**config.mk**
```make
export PLATFORM = sky130hd
export DESIGN_NAME = lpm_ctrl
export DESIGN_NICKNAME = d
export VERILOG_FILES = /design/src/rtl/lpm_pkg.sv /design/src/rtl/lpm_wake_qual.sv /design/src/rtl/lpm_wake_timer.sv /design/src/rtl/lpm_gate_dec.sv /design/src/rtl/lpm_ctrl.sv
export SDC_FILE = /design/constraint.sdc
export NUM_CORES = 1
export LEC_CHECK = 0
export ABC_AREA = 1
export BUFFER_PORTS_ARGS = -buffer_cell sky130_fd_sc_hd__clkbuf_2
export CAP_MARGIN = 25
export CORE_UTILIZATION = 45
export CTS_CLUSTER_SIZE = 8
export DETAILED_ROUTE_END_ITERATION = 10
export HOLD_SLACK_MARGIN = 0.12
export PLACE_DENSITY = 0.68
export SYNTH_ARGS = -nofsm -noshare
export SYNTH_HDL_FRONTEND = slang
export SYNTH_SLANG_ARGS = --single-unit
```
**constraint.sdc**
```tcl
create_clock -name clk -period 2.45 [get_ports clk]
set_clock_uncertainty 0.2 [all_clocks]
set_input_delay 0.49 -clock clk [delete_from_list [all_inputs] [get_ports clk]]
set_output_delay 0.49 -clock clk [all_outputs]
set_load 0.05 [all_outputs]
```
**src/rtl/lpm_pkg.sv**
```systemverilog
package lpm_pkg;

    localparam int NSRC = 5;

    typedef enum logic [2:0] {
        M_AM  = 3'd0,
        M_L0  = 3'd1,
        M_L1  = 3'd2,
        M_L2  = 3'd3,
        M_L3  = 3'd4,
        M_L4  = 3'd5,
        M_L35 = 3'd6,
        M_L45 = 3'd7
    } pmode_e;

    typedef enum logic [2:0] {
        S_ACT   = 3'd0,
        S_ENTER = 3'd1,
        S_SLEEP = 3'd2,
        S_WAKE  = 3'd3,
        S_SVC   = 3'd4
    } pstate_e;

    typedef enum logic [1:0] {
        MEM_ON   = 2'd0,
        MEM_STBY = 2'd1,
        MEM_OFF  = 2'd2
    } memst_e;

    // bit0 hf/other, bit1 lf peripheral, bit2 rtc, bit3 i/o, bit4 comparator
    function automatic logic [NSRC-1:0] wake_mask(pmode_e m);
        logic [NSRC-1:0] v;
        case (m)
            M_L0, M_L1: v = 5'b11111;
            M_L2, M_L3: v = 5'b11110;
            M_L4:       v = 5'b11000;
            M_L35:      v = 5'b01100;
            M_L45:      v = 5'b01000;
            default:    v = 5'b00000;
        endcase
        return v;
    endfunction

    function automatic logic is_shutdown(pmode_e m);
        return (m == M_L35) || (m == M_L45);
    endfunction

endpackage

```
**src/rtl/lpm_wake_qual.sv**
```systemverilog
module lpm_wake_qual
    import lpm_pkg::*;
#(
    parameter int N = NSRC
) (
    input  logic         clk,
    input  logic         rst_n,
    input  pmode_e       mode,
    input  logic         capture,
    input  logic         clear,
    input  logic         armed,
    input  logic [N-1:0] wake_in,
    output logic         hit
);
    typedef struct packed {
        logic [N-1:0] pend;
    } qst_t;

    qst_t r_q, r_d;
    logic [N-1:0] allow;

    always_comb begin
        allow = N'(wake_mask(mode));
        hit   = armed && (|((wake_in | r_q.pend) & allow));
        r_d   = r_q;
        if (clear)
            r_d.pend = '0;
        else if (capture)
            r_d.pend = r_q.pend | wake_in;
    end

    always_ff @(posedge clk or negedge rst_n) begin
        if (!rst_n) r_q <= '0;
        else        r_q <= r_d;
    end

    // events seen while capturing stay latched
    a_r8_pend_holds: assert property (@(posedge clk) disable iff (!rst_n)
        (capture && !clear) |=> ((r_q.pend & $past(wake_in)) == $past(wake_in)));

endmodule

```
**src/rtl/lpm_wake_timer.sv**
```systemverilog
module lpm_wake_timer #(
    parameter int CW = 8
) (
    input  logic          clk,
    input  logic          rst_n,
    input  logic          load,
    input  logic [CW-1:0] load_val,
    output logic          done
);
    typedef struct packed {
        logic [CW-1:0] cnt;
        logic          done;
    } tst_t;

    tst_t r_q, r_d;

    always_comb begin
        r_d = r_q;
        if (load) begin
            r_d.cnt  = load_val;
            r_d.done = (load_val == '0);
        end else begin
            r_d.done = (r_q.cnt == CW'(1));
            if (r_q.cnt != '0)
                r_d.cnt = r_q.cnt - CW'(1);
        end
    end

    always_ff @(posedge clk or negedge rst_n) begin
        if (!rst_n) r_q <= '0;
        else        r_q <= r_d;
    end

    assign done = r_q.done;

    // ready strobe lasts one cycle
    a_r9_done_single: assert property (@(posedge clk) disable iff (!rst_n)
        (r_q.done && !load) |=> !r_q.done);

endmodule

```
**src/rtl/lpm_gate_dec.sv**
```systemverilog
module lpm_gate_dec
    import lpm_pkg::*;
(
    input  pmode_e      em,
    input  logic        smclk_off,
    input  logic        lf_clk_req,
    input  logic        mem_off_en,
    input  logic        accel_start_req,
    output logic        mclk_en,
    output logic        smclk_en,
    output logic        aclk_en,
    output logic        lf_osc_en,
    output logic        cpu_halt,
    output logic        hf_periph_en,
    output logic        core_off,
    output logic [1:0]  mem_state,
    output logic        accel_en,
    output logic        accel_grant
);
    memst_e ms;

    always_comb begin
        mclk_en      = (em == M_AM) || (em == M_L0);
        hf_periph_en = (em == M_AM) || (em == M_L0) || (em == M_L1);
        smclk_en     = hf_periph_en && !smclk_off;
        aclk_en      = (em <= M_L3);
        lf_osc_en    = aclk_en || ((em == M_L4) && lf_clk_req);
        cpu_halt     = (em != M_AM);
        core_off     = is_shutdown(em);
        accel_en     = mclk_en;
        accel_grant  = accel_start_req && (em == M_AM);
        case (em)
            M_AM:    ms = MEM_ON;
            M_L0:    ms = mem_off_en ? MEM_OFF : MEM_ON;
            M_L1:    ms = mem_off_en ? MEM_OFF : MEM_STBY;
            default: ms = MEM_OFF;
        endcase
        mem_state = ms;
    end

endmodule

```
**src/rtl/lpm_ctrl.sv**
```systemverilog
module lpm_ctrl
    import lpm_pkg::*;
#(
    parameter int CYC_L12      = 6,
    parameter int CYC_L34      = 7,
    parameter int CYC_X5       = 25,
    parameter int CYC_X5_NOSVS = 100,
    parameter int CYC_MEM      = 4
) (
    input  logic       clk,
    input  logic       rst_n,
    input  logic [3:0] req_mode,
    input  logic [4:0] wake_src,
    input  logic       irq_ret,
    input  logic       smclk_off,
    input  logic       lf_clk_req,
    input  logic       mem_off_en,
    input  logic       dma_only,
    input  logic       svs_en,
    input  logic       accel_start_req,
    output logic       mclk_en,
    output logic       smclk_en,
    output logic       aclk_en,
    output logic       lf_osc_en,
    output logic       cpu_halt,
    output logic       hf_periph_en,
    output logic       core_off,
    output logic [1:0] mem_state,
    output logic       accel_en,
    output logic       accel_grant,
    output logic       wake_rst,
    output logic       wake_rdy
);
    localparam int MAXD = (CYC_X5_NOSVS > CYC_X5) ? CYC_X5_NOSVS : CYC_X5;
    localparam int CW   = $clog2(MAXD + CYC_MEM + 1) + 1;

    typedef struct packed {
        pstate_e st;
        pmode_e  mode;
    } cst_t;

    cst_t r_q, r_d;

    logic          req_ok, hit, tmr_done, capture, clear, armed;
    logic [CW-1:0] base, extra, load_val;
    pmode_e        em;

    always_comb begin
        req_ok  = !req_mode[3] && (req_mode[2:0] != 3'd0);
        armed   = (r_q.st == S_SLEEP);
        capture = (r_q.st == S_ENTER) || armed;
        clear   = (r_q.st == S_ACT) || hit;
        em      = ((r_q.st == S_SLEEP) || (r_q.st == S_WAKE)) ? r_q.mode : M_AM;

        case (r_q.mode)
            M_L1, M_L2:   base = CW'(CYC_L12);
            M_L3, M_L4:   base = CW'(CYC_L34);
            M_L35, M_L45: base = svs_en ? CW'(CYC_X5) : CW'(CYC_X5_NOSVS);
            default:      base = '0;
        endcase
        extra    = (mem_off_en && !dma_only && !is_shutdown(r_q.mode)) ? CW'(CYC_MEM) : '0;
        load_val = base + extra;

        r_d = r_q;
        case (r_q.st)
            S_ACT: begin
                if (req_ok) begin
                    r_d.st   = S_ENTER;
                    r_d.mode = pmode_e'(req_mode[2:0]);
                end
            end
            S_ENTER: r_d.st = S_SLEEP;
            S_SLEEP: if (hit) r_d.st = S_WAKE;
            S_WAKE: begin
                if (tmr_done) begin
                    if (is_shutdown(r_q.mode)) begin
                        r_d.st   = S_ACT;
                        r_d.mode = M_AM;
                    end else begin
                        r_d.st = S_SVC;
                    end
                end
            end
            S_SVC: begin
                if (irq_ret) begin
                    if (req_mode == 4'd0) begin
                        r_d.st   = S_ACT;
                        r_d.mode = M_AM;
                    end else begin
                        r_d.st = S_ENTER;
                    end
                end
            end
            default: begin
                r_d.st   = S_ACT;
                r_d.mode = M_AM;
            end
        endcase

        wake_rst = tmr_done && (r_q.st == S_WAKE) && is_shutdown(r_q.mode);
    end

    always_ff @(posedge clk or negedge rst_n) begin
        if (!rst_n) r_q <= '{st: S_ACT, mode: M_AM};
        else        r_q <= r_d;
    end

    lpm_wake_qual #(.N(NSRC)) u_qual (
        .clk     (clk),
        .rst_n   (rst_n),
        .mode    (r_q.mode),
        .capture (capture),
        .clear   (clear),
        .armed   (armed),
        .wake_in (wake_src),
        .hit     (hit)
    );

    lpm_wake_timer #(.CW(CW)) u_timer (
        .clk      (clk),
        .rst_n    (rst_n),
        .load     (hit),
        .load_val (load_val),
        .done     (tmr_done)
    );

    lpm_gate_dec u_gate (
        .em              (em),
        .smclk_off       (smclk_off),
        .lf_clk_req      (lf_clk_req),
        .mem_off_en      (mem_off_en),
        .accel_start_req (accel_start_req),
        .mclk_en         (mclk_en),
        .smclk_en        (smclk_en),
        .aclk_en         (aclk_en),
        .lf_osc_en       (lf_osc_en),
        .cpu_halt        (cpu_halt),
        .hf_periph_en    (hf_periph_en),
        .core_off        (core_off),
        .mem_state       (mem_state),
        .accel_en        (accel_en),
        .accel_grant     (accel_grant)
    );

    assign wake_rdy = tmr_done;

    // undefined encodings leave the block active
    a_r2_undef_ignored: assert property (@(posedge clk) disable iff (!rst_n)
        ((r_q.st == S_ACT) && req_mode[3]) |=> (r_q.st == S_ACT));

    // reset pulse only out of a supply-off mode
    a_r12_rst_shutdown: assert property (@(posedge clk) disable iff (!rst_n)
        wake_rst |-> (core_off && wake_rdy));

    // a retained wake leads to service on the next edge
    a_r11_to_service: assert property (@(posedge clk) disable iff (!rst_n)
        (wake_rdy && !core_off) |=> (r_q.st == S_SVC) && !cpu_halt);

    // no accelerator start while halted
    a_r14_grant_active: assert property (@(posedge clk) disable iff (!rst_n)
        accel_grant |-> !cpu_halt);

    // running CPU sees its clocks
    a_r4_active_clocks: assert property (@(posedge clk) disable iff (!rst_n)
        !cpu_halt |-> (mclk_en && aclk_en && hf_periph_en && !core_off));

endmodule

```
Word level (Yosys, flattened, before mapping)
Cells that the tools add are included.

Register bits after elaboration: 20. Input port bits: 18. Output and inout port bits: 13. Logic and storage cells: 95.

Add/sub/neg operators: 2. Magnitude comparators: 1. Equal/unequal tests: 23. Muxes and demuxes: 22. Bitwise logic cells: 3. Reduce and logical (&&, ||, !) cells: 39.

Operators with widths (number): $pmux 5 s5 (1); $eq 3x3->1 const B (8); $pmux 7 s3 (1); $mux 3 (6); $mux 6 (3); $eq 3x2->1 const B (5); $pmux 3 s5 (1); $pmux 3 s4 (1); $reduce_or 2->1 (6); $mux 5 (2); $eq 3x1->1 const B (3); $logic_and 1x1->1 (9); $mux 9 (1); $add 8x3->8 (1); $eq 8x1->1 const B (1); $logic_not 8->1 (1); $logic_or 1x1->1 (8); $mux 8 (1); $ne 2x2->1 const B (4); $reduce_bool 8->1 (1); $sub 8x1->8 const B (1); $mux 7 (1); $logic_not 3->1 (2); $pmux 2 s3 (1); other kinds (14) (21).

Longest topological paths before layout
Gate-level depths: netlist (run 1).

Word-level depth: 8. Mapped depth: 11.

Modules after synthesis
A second synthesis (run 1) with hierarchy kept.

Cells, all modules: 237. Area total of the unflattened synthesis: 1669.1 µm².

By module, submodules not included: lpm_wake_timer (times used 1, cells each 85, area each 669.4 µm²); lpm_ctrl (times used 1, cells each 92, area each 619.3 µm²); lpm_wake_qual (times used 1, cells each 36, area each 274.0 µm²); lpm_gate_dec (times used 1, cells each 24, area each 106.4 µm²).

Worst setup path after synthesis (run 1)
Ideal clock, no wire load.

Path type: reg2out. Start point: reg r_q[5] in the netlist's numbering. End point: out mem_state[1]. Arrival: 2.935 ns. Data required time: 1.760 ns. Setup slack: -1.175 ns. Cell stages (with the launch flop): 8. Buffers on the path: 0. Cell sequence: dfrtp_1 -> inv_1 -> nand3_1 -> nand2_1 -> inv_1 -> a21oi_1 -> nand2_1 -> o21ai_0.

Longest elaborated chain between the ends: 5. Elaborated cells on any way between the ends: 8.

RTL lines: start, declared (RTL line lpm_ctrl.sv:42) `cst_t r_q, r_d;`; start signal, assigned (RTL line lpm_ctrl.sv:104) `if (!rst_n) r_q <= '{st: S_ACT, mode: M_AM};`; start signal, assigned (RTL line lpm_ctrl.sv:105) `else r_q <= r_d;`; $eq 3x2->1 (on tied branches); $logic_or 1x1->1 (*) (RTL line lpm_ctrl.sv:53) `em = ((r_q.st == S_SLEEP) || (r_q.st == S_WAKE)) ? r_q.mode : M_AM;`; $mux 3 (*) (RTL line lpm_ctrl.sv:53); $eq 3x2->1, or another cell as far along (RTL line lpm_gate_dec.sv:32) `case (em)`; $pmux 2 s3 (*) (RTL line lpm_gate_dec.sv:32); end, declared (RTL line lpm_ctrl.sv:28) `output logic [1:0] mem_state,`.

Mark *: on every way between the ends. The rest lies on a longest branch, timed or not.

Worst setup path after layout (run 1)
Start point: reg r_q[5] in the netlist's numbering. End point: out smclk_en.

Longest elaborated chain between the ends: 7. Elaborated cells on any way between the ends: 10.

RTL lines: $eq 3x2->1 (on tied branches); $logic_or 1x1->1 (*) (RTL line lpm_ctrl.sv:53); $mux 3 (*) (RTL line lpm_ctrl.sv:53); $eq 3x1->1 / $logic_not 3->1 (equally long branches) (RTL line lpm_gate_dec.sv:24) `hf_periph_en = (em == M_AM) || (em == M_L0) || (em == M_L1);`; $logic_or 1x1->1 (RTL line lpm_gate_dec.sv:24); $logic_or 1x1->1 (*) (RTL line lpm_gate_dec.sv:24); $logic_and 1x1->1 (*) (RTL line lpm_gate_dec.sv:25) `smclk_en = hf_periph_en && !smclk_off;`; end, declared (RTL line lpm_ctrl.sv:22) `output logic smclk_en,`.

Marked as above.

==> impl_metrics.toml, run 1 <==
[logic_synthesis]
syn_area_mm2 = 0.001399
ys_warn_count = 0
synth.avg_cell_area_um2 = 6.506
postSynthCellCount = 215
synth_seq_cells = 20
synth_nets = 238
ys_seq_area_share_pct = 35.78
ys_types = 20

[critical_path]
reg2reg_from = "r_q[2]"
crit_path_start_kind = "flop"
reg2regPathDepth = 11
worstSetupEndpointType = "output pin"
criticalPathCategory = "flop to output pin"
endpoint = "smclk_en"
r2r_slack_ps = 440
crit_arrival_ps = 1670
crit_start = "r_q[5]"
worstPathMaxFanout = 5
reg2reg_to = "u_timer.done"
required_ps = 1760

[floorplanning]
start_util_pct = 49.04
die-area_mm2 = 0.003336
die_h_um = 57.76
die_x_um = 57.76
coreArea_mm2 = 0.002853
ios = 31
rows = 19

[pwr]
pwr-share-seq_pct = 25.8
p_sw_share_pct = 49.06
ir_drop_v = 0.0007157
leakage_nw = 1.003
clkPwrFrac_pct = 12.6
p_comb_share_pct = 61.5
fin_total_pwr_mw = 2.206
intPower_mw = 1.124
p_sw_mw = 1.082
powerDensity_mw_per_mm2 = 1260

[grt]
overflow = 0
grt_usage_pct = 19.82
antenna_found_initial = 0
grt_max_degree = 21
grt_pass1_wl_um = 5126
first_global_vias = 1229

[detailed_routing]
drt_iter0_markers = 48
drc = 0
wl_per_cell_um = 10.81
dr.pass1.iters = 4
vias = 1399
ant_nets = 0
finalWirelength_um = 3092
drt-vias-per-instance = 4.892

[clocking]
cts_buffers = 3
clock_latency_ps = 320
cts_tree = "built"
htree_levels = 1
clock-sinks = 20
root_buffer = "clkbuf_4"
cts.clk_slew.worst_paths_ps = 130
clockBufferDepth = 2

[final_layout]
drive_gt1_share_pct = 23.92
n_antenna_cell = 0
final_cell_area_mm2 = 0.001750
nFillCells = 289
layout_common_cells = "nand2_1, inv_1, nor2_1"
final_nets = 279
layout_commonest_cell = "nand2_1"
final_util_pct = 61.36
final_cells = 286
area_growth_syn_to_layout_pct = 25.13

[timing]
rsz0062_at_grt = "yes"
timing.final.crit_share_pct = 96.40
setup_viol = 0
relSlewSlack_pct = 67.48
worst_pin_slew_ps = 487.8
fmax_mhz = 423.4
post-route-min-period_ps = 2362
finalMaxSlewViolations = 0
final_hold_viol_count = 0
holdWs_ps = 212.3

[placement]
io_buffers = 30
place.gp.congestion = 0.8008
dp.cells = 275
placed_area_mm2 = 0.001599
hpwl_um = 2315

[outcome]
status = "finished clean"

[run]
max_cap_violations = 0

[hold_path]
hold_path_class = "input pin to flop"
[stage by stage]
stage	setup TNS [ps]	setup slack, ps
CTS	0	40.75
finish	0	88.30
detailed placement	0	190.0
global placement	0	215.0
floorplan	0	94.49
global route	-115.4	-47.84
[cell usage after synthesis]
cell type  instances  area [µm²]
o21ai_1            4       20.02
nor2_1            32       120.1
nand3_1           14       70.07
nand2_4            1       11.26
xor2_1             5       43.79
ha_1               5       62.56
nor3_1             3       15.01
o21bai_1           1       7.510
buf_6              1       11.26
nand2_1           58       217.7
a31oi_1            1       6.260
dfrtp_1           20       500.5
nand4_1            3       18.77
buf_4              1       7.510
inv_2              2       7.510
or2_2              2       12.51
inv_1             39       146.4
o21ai_0           10       50.05
a21oi_1            9       45.04
nand2_2            4       25.02
[final cells by class]
cell class              count  area (µm²)  area share, %
clock buffers               3       22.52          1.287
clock inverters             1       30.03          1.716
inverters                  41       153.9          8.792
multi-input cells         152       773.2          44.17
flip-flops and latches     20       500.5          28.59
well taps                  31       38.79          2.216
repair buffers             38       231.5          13.22
[power groups by stage]
stage	Combinational, mW	Clock [mW]	Sequential [mW]
finish	1.36	0.279	0.570
global route	1.53	0.295	0.584
detailed placement	1.21	0	0.572
floorplan	0.983	0	0.560
global placement	1.22	0	0.567
CTS	1.25	0.281	0.564
[layer usage]
metal  vias to the layer above  part of all wire [%]  global-route usage [%]
li1                        740                     -                       -
met1                       615                    47                   26.92
met2                        38                    46                   32.23
met3                         6                   4.7                   2.679
met4                         0                   2.2                   7.823
met5                         -                     0                       0
[worst max-delay path, cell delays in order (launching register included)]
cell	delay, ps
dfrtp_1	430
inv_2	130
nand3_4	100
nand2_4	80
nand3_1	60
o21ai_1	130
inv_1	100
nand2_4	80
nand2_2	50
inv_2	50
buf_8	130
[logic make-up (layout without fill, tap and decap cells)]
logic type / Yosys count / count (layout) / synth area share [%]
flip-flops: 20 / 20 / 35.78
adder cells (fa/ha/maj): 5 / 5 / 4.472
buffers and inverters: 43 / 83 / 12.34
AO/OA/AOI/OAI: 25 / 25 / 9.213
AND/OR/NAND/NOR: 117 / 117 / 35.06
XOR/XNOR: 5 / 5 / 3.130
[state kept, by name, indices dropped and copies added (netlist names)]
name / count
u_qual.r_q: 5
u_timer.done: 1
u_timer.r_q: 8
r_q: 6
[worst min path at each step]
| stage | depth (start not counted) | endpoint | start | slack (ps) |
|---|---|---|---|---|
| after global routing | 3 | r_q[2] | req_mode[2] | 230 |
| final | 3 | r_q[2] | req_mode[2] | 210 |
| after floorplan | 0 | r_q[0] | rst_n | -6 |
| after detailed placement | 1 | u_qual.r_q[0] | rst_n | 280 |
| after CTS | 3 | u_qual.r_q[1] | wake_src[1] | 220 |
| after global placement | 1 | u_qual.r_q[0] | rst_n | 290 |
[what timing repair did]
action | in CTS | in global routing
resized for setup | 7 | 12
pin swaps | 0 | 3
hold buffers | 1 | 0
endpoints found under the hold margin | 20 | 0
setup buffers | 1 | 5
cloned | 0 | 0
endpoints found under the setup margin | 3 | 6
No activity file was read; power rests on OpenSTA's default activity.
==> run 2: changes to the inputs <==
CORE_UTILIZATION = 48   (was 45)
PLACE_DENSITY = 0.75   (was 0.68)
SETUP_SLACK_MARGIN = 0.4   (was unset)
clock period = 2.1 ns   (was 2.45 ns; I/O delays follow)
==> run 2 against run 1 <==
  * The flow now finishes with violations (setup timing)
  * Critical path type is now flop to flop
  * Largest power group unchanged
  * Sequential power rose by 18%
  * Largest cell class unchanged
  * First-iteration DRC count grew 120%
  * Register-to-register slack worse by 800 ps
  * Worst setup slack got worse by 450 ps
  * Critical endpoint is now r_q[1]
  * Final area up 37%
  * Clock-buffer cell count increased by 1
==> impl_metrics.toml, run 2 (same netlist as run 1, synthesis figures left out) <==
[critical_path]
crit_path_start_kind = "flop"
worstSetupEndpointType = "flop"
crit_start = "r_q[3]"
criticalPathCategory = "flop to flop"
crit_arrival_ps = 2480
required_ps = 2120
reg2reg_from = "r_q[3]"
worstPathMaxFanout = 6

[floorplanning]
coreArea_mm2 = 0.002758
rows = 19
die_h_um = 55.99
ios = 31
die-area_mm2 = 0.003134
start_util_pct = 50.73
die_x_um = 55.99

[placement]
place_ws_ps = -22.26
io_buffers = 30
place.gp.congestion = 0.7938
hpwl_um = 2464
placed_area_mm2 = 0.001670

[detailed_routing]
drc = 0
drt_iter0_markers = 104
finalWirelength_um = 5379
drt-vias-per-instance = 5.569
dr.pass1.iters = 4
vias = 1743
wl_per_cell_um = 17.19
ant_nets = 0

[final_layout]
regMostFlops = "u_timer.r_q"
largest_register_ffs = 8
final_cell_area_mm2 = 0.002399
layout_common_cells = "nand2_1, inv_1, nor2_1"
final_nets = 306
area_growth_syn_to_layout_pct = 71.47
nFillCells = 149
layout_commonest_cell = "nand2_1"
reg_top3 = "u_timer.r_q: 8 flops, r_q: 6 flops, u_qual.r_q: 5 flops"
n_antenna_cell = 0
drive_gt1_share_pct = 50.00

[timing]
finalMaxSlewViolations = 0
rsz0062_at_grt = "yes"
holdWs_ps = 127.8
relSlewSlack_pct = 65.83
setup_ws_ps = -362.5
final_hold_viol_count = 0
fmax_mhz = 406.1
worst_pin_slew_ps = 512.5
timing.final.crit_share_pct = 117.3
post-route-min-period_ps = 2463
setup_viol = 20

[outcome]
violations = "setup timing"
status = "complete, but fails checks"

[pwr]
pwr-share-seq_pct = 19.1
intPower_mw = 1.699
ir_drop_v = 0.001403
leakage_nw = 1.217
p_sw_share_pct = 51.76
p_comb_share_pct = 73.9
powerDensity_mw_per_mm2 = 1469
p_sw_mw = 1.823
clkPwrFrac_pct = 6.9

[grt]
overflow = 0
grt_max_degree = 21
antenna_found_initial = 0
grt_pass1_wl_um = 6361
first_global_vias = 1527
grt_usage_pct = 26.06

[hold_path]
min-delay-start = "wake_src[4]"
hold_path_class = "input pin to flop"

[clocking]
clockBufferDepth = 2
root_buffer = "clkbuf_4"
clock-sinks = 20
cts.clk_slew.worst_paths_ps = 120
cts_buffers = 3
clock_latency_ps = 320
cts_tree = "built"
htree_levels = 1

[run]
max_cap_violations = 0
## run 2: layer usage
layer | up-vias | track usage [%] | share of wire (%)
met5 | - | 0 | 0
met4 | 0 | 9.059 | 3.2
met3 | 17 | 4.419 | 4.2
met2 | 76 | 47.11 | 51
met1 | 848 | 30.94 | 42
li1 | 802 | - | -
## run 2: worst paths after layout
path,to,slack [ps],depth (start not counted)
setup / recovery,r_q[1],-360,16
hold / removal,u_qual.r_q[4],130,3
setup reg to reg,r_q[1],-360,16
hold reg to reg,u_qual.r_q[1],330,2
max in group asynchronous,r_q[1],940,2
min in group asynchronous,u_timer.r_q[5],390,2
## run 2: through the flow
step / util, % / cells / TNS (ps) / total power [mW]
floorplan: - / 215 / -309.3 / 1.839
global placement: 60.57 / 279 / 0 / 2.142
detailed placement: 60.57 / 279 / -22.26 / 2.180
CTS: 75.27 / 300 / -691.7 / 2.877
global route: 86.98 / 313 / -4159 / 3.711
finish: 86.98 / 313 / -2756 / 3.522
## run 2: final cells by class
class,count,area (µm²),share of cell area [%]
multi-input combinational,153,1061,44.24
timing repair buffer,64,598.1,24.93
sequential,20,504.2,21.02
inverter,41,160.2,6.677
tap,31,38.79,1.617
clock buffer,4,36.28,1.513
## run 2: repair_timing
item,4_1_cts,5_1_grt
cloned,0,1
endpoints found under the setup margin,25,32
resized for setup,57,57
hold endpoints to repair,20,0
setup buffers,16,12
hold buffers,1,0
pin swaps,13,14
## run 2: critical path: stages, from the launching register on
cell	delay, ps
dfrtp_1	440
nand2_1	100
inv_2	60
buf_4	130
buf_4	120
buf_6	110
buf_6	100
buf_6	100
buf_6	110
buf_6	120
nor2_4	90
o21ai_0	150
nand2_1	120
nor2_1	60
nand2_2	130
nand2_1	100
o21ai_0	120
## run 2: power by group through the flow
stage	registers (mW)	clock network, mW	logic [mW]
global route	0.683	0.254	2.77
global placement	0.661	0	1.48
detailed placement	0.672	0	1.51
CTS	0.658	0.245	1.97
finish	0.674	0.244	2.60
floorplan	0.656	0	1.18
==> run 3: changes to the inputs <==
CELL_PAD_IN_SITES_DETAIL_PLACEMENT = 1   (was unset)
CELL_PAD_IN_SITES_GLOBAL_PLACEMENT = 1   (was unset)
CORE_UTILIZATION = 33   (was 48)
PLACE_DENSITY = unset   (was 0.75)
PLACE_DENSITY_LB_ADDON = 0.1   (was unset)
==> run 3 against run 2 <==
  * The run still ends with setup timing left
  * Combinational power grew 7%
  * Worst hold slack improved by 69 ps
  * Die area rose by 44%
  * First-iteration DRC count shrank 44%
==> impl_metrics.toml, run 3 (same netlist as run 1, synthesis figures left out) <==
[clocking]
htree_levels = 1
cts.clk_slew.worst_paths_ps = 90
clock_latency_ps = 270
clockBufferDepth = 2
cts_buffers = 3
clock-sinks = 20
cts_tree = "built"
root_buffer = "clkbuf_8"

[timing]
post-route-min-period_ps = 2395
timing.final.crit_share_pct = 114.0
setup_viol = 9
fmax_mhz = 417.6
rsz0062_at_grt = "yes"
final_hold_viol_count = 0
worst_pin_slew_ps = 568.6
setup_ws_ps = -294.9
finalMaxSlewViolations = 0
finalSetupTns_ps = -1564
relSlewSlack_pct = 62.10

[floorplanning]
coreArea_mm2 = 0.004029
die-area_mm2 = 0.004503
start_util_pct = 34.72
die_x_um = 67.11
die_h_um = 67.11
ios = 31
rows = 23

[final_layout]
layout_common_cells = "nand2_1, inv_1, buf_4"
area_growth_syn_to_layout_pct = 86.67
final_cell_area_mm2 = 0.002611
drive_gt1_share_pct = 55.09
nFillCells = 473
regMostFlops = "u_timer.r_q"
reg_top3 = "u_timer.r_q: 8 flops, r_q: 6 flops, u_qual.r_q: 5 flops"
final_cells = 335
final_nets = 309
layout_commonest_cell = "nand2_1"
n_antenna_cell = 0
largest_register_ffs = 8

[placement]
hpwl_um = 3080
place_ws_ps = -33.49
place.gp.congestion = 0.7679
placed_area_mm2 = 0.001747
dp.cells = 305
io_buffers = 30

[critical_path]
criticalPathCategory = "flop to output pin"
crit_top_cell = "nand2_4"
r2r_slack_ps = -20
critPathMaxStageDelay_ps = 430
crit_path_start_kind = "flop"
critical-path-top-delay-family = "buffers and inverters"
worstPathMaxFanout = 4
cp_slowest_cell = "dfrtp_1"
crit_chain = "nand2_1, inv_2, nand2_4, nand2_4, nand4_1, buf_4, buf_6, nor2_4, buf_8"
required_ps = 1480
crit_buf_inv = 4
crit_arrival_ps = 1770
worstSetupEndpointType = "output pin"

[detailed_routing]
drt-vias-per-instance = 5.119
wl_per_cell_um = 20.15
ant_nets = 0
vias = 1715
finalWirelength_um = 6750
drc = 0
dr.pass1.iters = 4
drt_iter0_markers = 58

[outcome]
violations = "setup timing"
status = "complete, but fails checks"

[grt]
grt_usage_pct = 25.08
antenna_found_initial = 0
first_global_vias = 1739
grt_max_degree = 21
overflow = 0
grt_pass1_wl_um = 8238

[pwr]
fin_total_pwr_mw = 3.871
powerDensity_mw_per_mm2 = 1483
leakage_nw = 1.263
ir_drop_v = 0.0007663

[run]
max_cap_violations = 0

[hold_path]
hold_path_class = "input pin to flop"
-- run 3: cell count changes in the layout (fill, tap and decap cells not counted), sizes merged --
cell,previous run,this run
inv,40,39
clkinvlp,1,2
bufinv,0,1
clkbuf,30,28
buf,37,41
-- run 3: metrics by stage --
stage	hold WS (ps)	util [%]
final	196.7	64.81
after floorplan	-75.59	-
after global placement	224.7	43.35
after global routing	206.6	64.81
after CTS	194.2	58.01
after detailed placement	230.3	43.35
-- run 3: power breakdown --
| group | switching [mW] | internal (mW) | total, mW |
|---|---|---|---|
| clock network | 0.154 | 0.255 | 0.410 |
| registers | 0.119 | 0.559 | 0.677 |
| logic | 1.72 | 1.06 | 2.78 |
| total | 1.99 | 1.88 | 3.87 |
-- run 3: what timing repair did --
action | 4_1_cts | 5_1_grt
buffers inserted | 14 | 10
gates resized for setup | 92 | 56
pin swaps | 15 | 15
hold buffers | 1 | 0
gates cloned | 1 | 0
endpoints found under the hold margin | 20 | 0
setup endpoints to repair | 26 | 31
-- run 3: worst paths after layout --
| path | from | end | cells past startpoint |
|---|---|---|---|
| worst max-delay path | r_q[3] | mem_state[0] | 9 |
| worst min-delay path | wake_src[0] | u_qual.r_q[0] | 3 |
| worst max register to register | r_q[1] | u_timer.done | 12 |
| worst min register to register | u_qual.r_q[3] | u_qual.r_q[3] | 2 |
| max in group asynchronous | rst_n | r_q[2] | 2 |
| min in group asynchronous | rst_n | u_qual.r_q[4] | 2 |
-- run 3: layout make-up --
| cell class | instances | area (µm²) | share of cell area, % |
|---|---|---|---|
| Multi-Input combinational cell | 153 | 1176 | 45.04 |
| Timing Repair Buffer | 67 | 625.6 | 23.96 |
| Sequential cell | 20 | 504.2 | 19.31 |
| Inverter | 41 | 171.4 | 6.564 |
| Tap cell | 50 | 62.56 | 2.396 |
| Clock buffer | 3 | 41.29 | 1.581 |
| Clock inverter | 1 | 30.03 | 1.150 |
-- run 3: tightest hold or removal path: cells and delay by family --
kind            cells  cell delay [ps]
simple gates        1               70
compound gates      1               50
buf+inv             1               90
-- run 3: per-layer routing --
| metal | track usage, % | wire length (µm) |
|---|---|---|
| met1 | 26.91 | 2624 |
| met2 | 48.13 | 3755 |
| met3 | 3.425 | 146 |
| met5 | 0 | 0 |
| met4 | 10.37 | 224 |
